`config.mk`:
```
export PLATFORM = sky130hd
export DESIGN_NAME = pkt_ack_rx
export DESIGN_NICKNAME = d
export VERILOG_FILES = /design/src/rtl/pkt_ack_rx.sv
export SDC_FILE = /design/constraint.sdc
export NUM_CORES = 1
export LEC_CHECK = 0
export BUFFER_PORTS_ARGS = -buffer_cell sky130_fd_sc_hd__buf_2
export CAP_MARGIN = 20
export CORE_MARGIN = 2
export CORE_UTILIZATION = 43
export DETAILED_ROUTE_END_ITERATION = 8
export PLACE_DENSITY = 0.83
export SETUP_SLACK_MARGIN = 0.02
export SLEW_MARGIN = 20
export SYNTH_ARGS = -nofsm -noshare
export SYNTH_HDL_FRONTEND = slang
export SYNTH_SLANG_ARGS = --single-unit
```
`constraint.sdc`:
```
create_clock -name clk -period 2 [get_ports clk]
set_input_delay 0.4 -clock clk [delete_from_list [all_inputs] [get_ports clk]]
set_output_delay 0.4 -clock clk [all_outputs]
set_load 0.01 [all_outputs]
```
`src/rtl/pkt_ack_rx.sv`:
```
module pkt_ack_rx #(
  parameter int TAG_W  = 6,
  parameter int BODY_W = 24
) (
  input  logic                 clk,
  input  logic                 rst_n,
  input  logic                 in_valid,
  input  logic [TAG_W+BODY_W+1:0] in_pkt,
  output logic                 out_valid,
  output logic                 out_is_ctrl,
  output logic [TAG_W-1:0]     out_tag,
  output logic [BODY_W-1:0]    out_body,
  output logic                 ack_valid,
  output logic [TAG_W:0]       ack_code,
  output logic                 proto_err,
  output logic                 dup_flag
);
  localparam int HDR_W = TAG_W + 2;
  localparam int PKT_W = HDR_W + BODY_W;

  typedef enum logic [1:0] {K_VOID = 2'b00, K_CTRL = 2'b01, K_DATA = 2'b10, K_BAD = 2'b11} kind_e;

  kind_e               kind_in;
  logic [TAG_W-1:0]    tag_in;
  logic [BODY_W-1:0]   body_in;
  logic                is_data, is_ctrl, is_bad, accept;
  logic                seen_q;
  logic [TAG_W-1:0]    last_tag_q;

  assign kind_in = kind_e'(in_pkt[PKT_W-1 -: 2]);
  assign tag_in  = in_pkt[PKT_W-3 -: TAG_W];
  assign body_in = in_pkt[BODY_W-1:0];
  assign is_data = in_valid && kind_in == K_DATA;
  assign is_ctrl = in_valid && kind_in == K_CTRL;
  assign is_bad  = in_valid && kind_in == K_BAD;
  assign accept  = is_data || is_ctrl;

  always_ff @(posedge clk) begin
    if (!rst_n) begin
      out_valid   <= 1'b0;
      out_is_ctrl <= 1'b0;
      out_tag     <= '0;
      out_body    <= '0;
      ack_valid   <= 1'b0;
      ack_code    <= '0;
      proto_err   <= 1'b0;
      dup_flag    <= 1'b0;
      seen_q      <= 1'b0;
      last_tag_q  <= '0;
    end else begin
      out_valid <= accept;
      ack_valid <= accept;
      proto_err <= is_bad || (is_ctrl && tag_in != '0);
      dup_flag  <= is_data && seen_q && tag_in == last_tag_q;
      if (accept) begin
        out_is_ctrl <= is_ctrl;
        out_tag     <= is_ctrl ? '0 : tag_in;
        out_body    <= body_in;
        ack_code    <= {1'b1, (is_ctrl ? {TAG_W{1'b0}} : tag_in)};
      end
      if (is_data) begin
        seen_q     <= 1'b1;
        last_tag_q <= tag_in;
      end
    end
  end

  a_r4_ack_follows: assert property (@(posedge clk) disable iff (!rst_n)
    (in_valid && (in_pkt[PKT_W-1 -: 2] == 2'b10 || in_pkt[PKT_W-1 -: 2] == 2'b01)) |=> ack_valid);
  a_r4_no_spurious: assert property (@(posedge clk) disable iff (!rst_n)
    ack_valid |-> $past(in_valid));
  a_r5_ack_msb: assert property (@(posedge clk) disable iff (!rst_n)
    ack_valid |-> ack_code[TAG_W]);
  a_r3_ctrl_zero: assert property (@(posedge clk) disable iff (!rst_n)
    (out_valid && out_is_ctrl) |-> (ack_code == {1'b1, {TAG_W{1'b0}}} && out_tag == '0));
  a_r6_void_silent: assert property (@(posedge clk) disable iff (!rst_n)
    (in_valid && in_pkt[PKT_W-1 -: 2] == 2'b00) |=> (!ack_valid && !out_valid && !proto_err && !dup_flag));
  a_r7_bad_dropped: assert property (@(posedge clk) disable iff (!rst_n)
    (in_valid && in_pkt[PKT_W-1 -: 2] == 2'b11) |=> (proto_err && !ack_valid && !out_valid));
  a_r9_dup_acked: assert property (@(posedge clk) disable iff (!rst_n)
    dup_flag |-> (ack_valid && !out_is_ctrl));
endmodule

```
## Yosys cells after proc, flatten, opt, wreduce, memory -nomap -nowiden

Cells that the tools add are included.

| word-level totals | value |
|---|---|
| register bits after elaboration | 48 |
| input port bits | 35 |

| operators by class | value |
|---|---|
| eq/ne operators | 4 |
| mux-type cells | 1 |
| reduce and logical (&&, ||, !) cells | 9 |

Operators by type and width:

| kind | number |
|---|---|
| == test 6 bit | 1 |
| logical AND 1 bit | 6 |
| two-way mux 6 bit | 1 |
| nonzero test 6 bit | 1 |
| == test 2 bit, second input constant | 2 |
| == test 2 x 1 -> 1 bit, second input constant | 1 |
| logical OR 1 bit | 2 |

## Logic depth before layout (Yosys ltp)

| depth | value |
|---|---|
| word-level depth | 4 |
| depth in mapped cells | 5 |

## Least setup slack after synthesis

OpenSTA, ideal clock, no wires.

| timing | value |
|---|---|
| path type | input -> register |
| from | input port in_pkt[31] |
| to | register ack_code[6] |
| setup time | 115 ps |
| data arrival time | 1105 ps |
| slack | 781 ps |
| stages | 5 |
| path buffers | 2 |
| cell sequence | xor2_1 and2_1 buf_6 buf_6 o21a_1 |

| on the way | value |
|---|---|
| cells in the longest elaborated chain, start to end | 3 |
| elaborated cells on any way between the ends | 5 |

Ends and longest elaborated chain:

| what | line | source |
|---|---|---|
| start: declaration | 8 | `input logic [TAG_W+BODY_W+1:0] in_pkt,` |
| == test 2 bit / == test 2 x 1 -> 1 bit (equally long branches) | 33, 34 |  |
| logical AND 1 bit (on tied branches) | 33, 34 |  |
| logical OR 1 bit (*) | 36 | `assign accept = is_data \|\| is_ctrl;` |
| end signal: assignment | 59 | `ack_code <= {1'b1, (is_ctrl ? {TAG_W{1'b0}} : tag_in)};` |
| end: declaration | 14 | `output logic [TAG_W:0] ack_code,` |

Every way passes the cells marked *; elsewhere a longest branch is shown, timed or not.
A chain may end at the register's enable or synchronous reset.

## Final worst setup path

| timing | value |
|---|---|
| from | input port in_pkt[30] |
| to | register dup_flag |

| on the way | value |
|---|---|
| cells in the longest elaborated chain, start to end | 4 |

Ends and longest elaborated chain:

| what | line | source |
|---|---|---|
| == test 2 bit | 33 | `assign is_data = in_valid && kind_in == K_DATA;` |
| logical AND 1 bit | 33 |  |
| logical AND 1 bit (2 in series) | 54 | `dup_flag <= is_data && seen_q && tag_in == last_tag_q;` |
| end signal: assignment | 54 |  |
| end: declaration | 16 | `output logic dup_flag` |

Every way passes these cells.

==> flow_summary.yaml <==
yosys:
  ys_seq_elements: 42
  yosysWarnings: 0
  synth_flop_cell: "dfxtp_1"
  synth_fp_nets: 231
  ys_types: 23
  synth_area_leaders: "dfxtp_1, nand2_1, mux2i_1"
  synth_common_cells: "nand2_1, dfxtp_1, mux2i_1"
  synth_top_area_cell: "dfxtp_1"
  syn-cell-area_mm2: 0.00177
  syn_inst: 196
  synth-edff-count: 0
  ys_async_sr_fraction: 0
  synth_area_per_cell_um2: 9.01
  synth_most_common_cell: "nand2_1"
  synth_top_area_frac: 0.476
  yosysSeqAreaShare: 0.476
status:
  status: "complete, no violations"
routing:
  dr.pass1.iters: 4
  vias: 1458
  wire_per_inst_um: 10.8
  drt_iter0_drc: 101
  ant_nets: 0
  route.detailed.drc: 0
  vias_per_cell: 4.66
  wl_mm: 3.38
final_layout:
  drive_above_1_share: 0.338
  seq_area_um2: 841
  layout.nets: 297
  multi_input_area_um2: 767
  utilization: 0.554
  fillers: 362
  antenna_cells: 0
  syn_to_final_growth_pct: 24.7
clock_network:
  cts_tree: "done"
  cts_buffers: 5
  post_cts_buffers: 0
  insertion_delay_ns: 0.29
  ctsResizeCount: 0
  ctsHoldBuffers: 0
  clockRootBuffer: "clkbuf_8"
  clkTransAtPathRegs_ns: 0.08
  htree_levels: 2
  cts_num_sinks: 42
  cts_buffer_depth: 2
global_route:
  grt_pass1_vias: 1224
  antenna_found_initial: 0
  grt_pass1_wl_mm: 5.38
  track_usage: 0.156
  grt.overflow.total: 0
  grt_max_degree: 39
timing:
  finalHoldViolations: 0
  rsz0062_at_grt: "false"
  worst_pin_slew_ns: 0.414
  slew_headroom: 0.724
  fin_crit_sh: 0.597
  skew_ns: 0.00129
  slew_violations: 0
  setup_tns_ns: 0
  fmax_mhz: 837
  setup_viol: 0
  min_period_ns: 1.19
pwr:
  power_density_mw_per_mm2: 773
  p_sw_mw: 0.429
  ir_drop_mv: 0.399
  p_clk_frac: 0.327
  p_leak_nw: 1.04
  power_frac_comb: 0.142
  p_sw_frac: 0.252
  p_seq_frac: 0.530
  p_int_mw: 1.27
critical_path:
  slowest_delay_ns: 0.40
  cp.required_ns: 2.18
  cp_max_fo: 9
  cpMaxStageDelayCell: "and3b_1"
  cp-end-kind: "flop"
  critPathKind: "input port to flop"
  startpoint_type: "input port"
  path_cells: "buf_2 > and3b_1 > nand3_1 > nor4_1"
  critPathArrivalTime_ns: 1.37
place:
  gp_congestion: 0.834
  portBuffers: 76
  hpwl_mm: 2.39
floorplanning:
  die_area_mm2: 0.00463
  start_util: 0.445
  core.rowCount: 23
  ios: 77
  coreArea_mm2: 0.00397
  die_w_um: 68.1
  die_height_um: 68.1
flow_run:
  cap_violations: 0
worst_hold_path:
  hold_path.class: "input port to flop"
## worst paths after layout
kind	slack, ns	cells past startpoint	endpoint	from
worst min-delay path	0.34	3	out_body[7]$_SDFFE_PN0P_	in_pkt[7]
worst min register to register	0.46	2	out_body[0]$_SDFFE_PN0P_	out_body[0]$_SDFFE_PN0P_
worst max register to register	0.97	3	dup_flag$_SDFF_PN0_	last_tag_q[4]$_SDFFE_PN0P_
worst max-delay path	0.81	4	dup_flag$_SDFF_PN0_	in_pkt[30]
## state kept, by name, indices dropped and copies added, names as in the netlist
register and cells:
proto_err 1, seen_q 1, ack_code 2, dup_flag 1, ack_valid 1, last_tag_q 6
out_tag 5, out_body 24, out_is_ctrl 1
## placed cells by master (no fill, tap or decap), drive strengths merged
cell type	count
a21boi	6
a21oi	2
and2	2
and3	1
and3b	1
buf	80
clkbuf	6
clkinv	1
clkinvlp	1
dfxtp	42
mux2i	24
nand2	67
nand2b	1
nand3	9
nand3b	1
nor3	1
nor4	2
o21a	2
o21ai	6
o2bb2ai	1
xnor2	5
xor2	2
## metrics by stage
step	hold WS, ns	instances	area (um2)	setup slack [ns]	power (mW)
6_report	0.345	313	2200	0.805	1.70
2_1_floorplan	0.434	196	1770	0.781	1.08
4_1_cts	0.334	313	2200	0.801	1.73
3_5_place_dp	0.449	305	2110	0.490	1.17
5_1_grt	0.345	313	2200	0.742	1.80
3_3_place_gp	0.439	305	2110	0.556	1.16
## power groups by stage
stage,logic [mW],clock network (mW),registers [mW]
2_1_floorplan,0.140,0,0.939
3_3_place_gp,0.240,0,0.920
3_5_place_dp,0.245,0,0.921
4_1_cts,0.245,0.580,0.902
5_1_grt,0.271,0.623,0.908
6_report,0.242,0.557,0.902
## cells by family (layout without fill, tap and decap cells)
family / Yosys count / in the layout / synth area share
buffers and inverters: 21 / 88 / 0.0900
muxes: 24 / 24 / 0.136
DFF: 42 / 42 / 0.476
and+or+nand+nor: 85 / 85 / 0.201
xor gates and xnor gates: 7 / 7 / 0.0347
AOI/OAI and AO/OA: 17 / 17 / 0.0617
## metal layers
layer  vias to the layer above  GRT usage  part of all wire  wire length, um
met5                         -          0                 0                0
met4                         0     0.0675             0.010               34
met3                         2     0.0526             0.070              235
met2                        48      0.246              0.46             1560
met1                       648      0.194              0.46             1550
li1                        760          -                 -                -
## critical path: cells and delay by family
family / cells / cell delay, ns
and+or+nand+nor: 3 / 0.85
buffers and inverters: 1 / 0.13
## cell type report
type                    count  area share
clock buffers               6      0.0375
clock inverters             2     0.00569
multi-input cells         133       0.348
flip-flops and latches     42       0.382
well taps                  50      0.0284
repair buffers             80       0.198
Power figures use the tool's default switching activity.
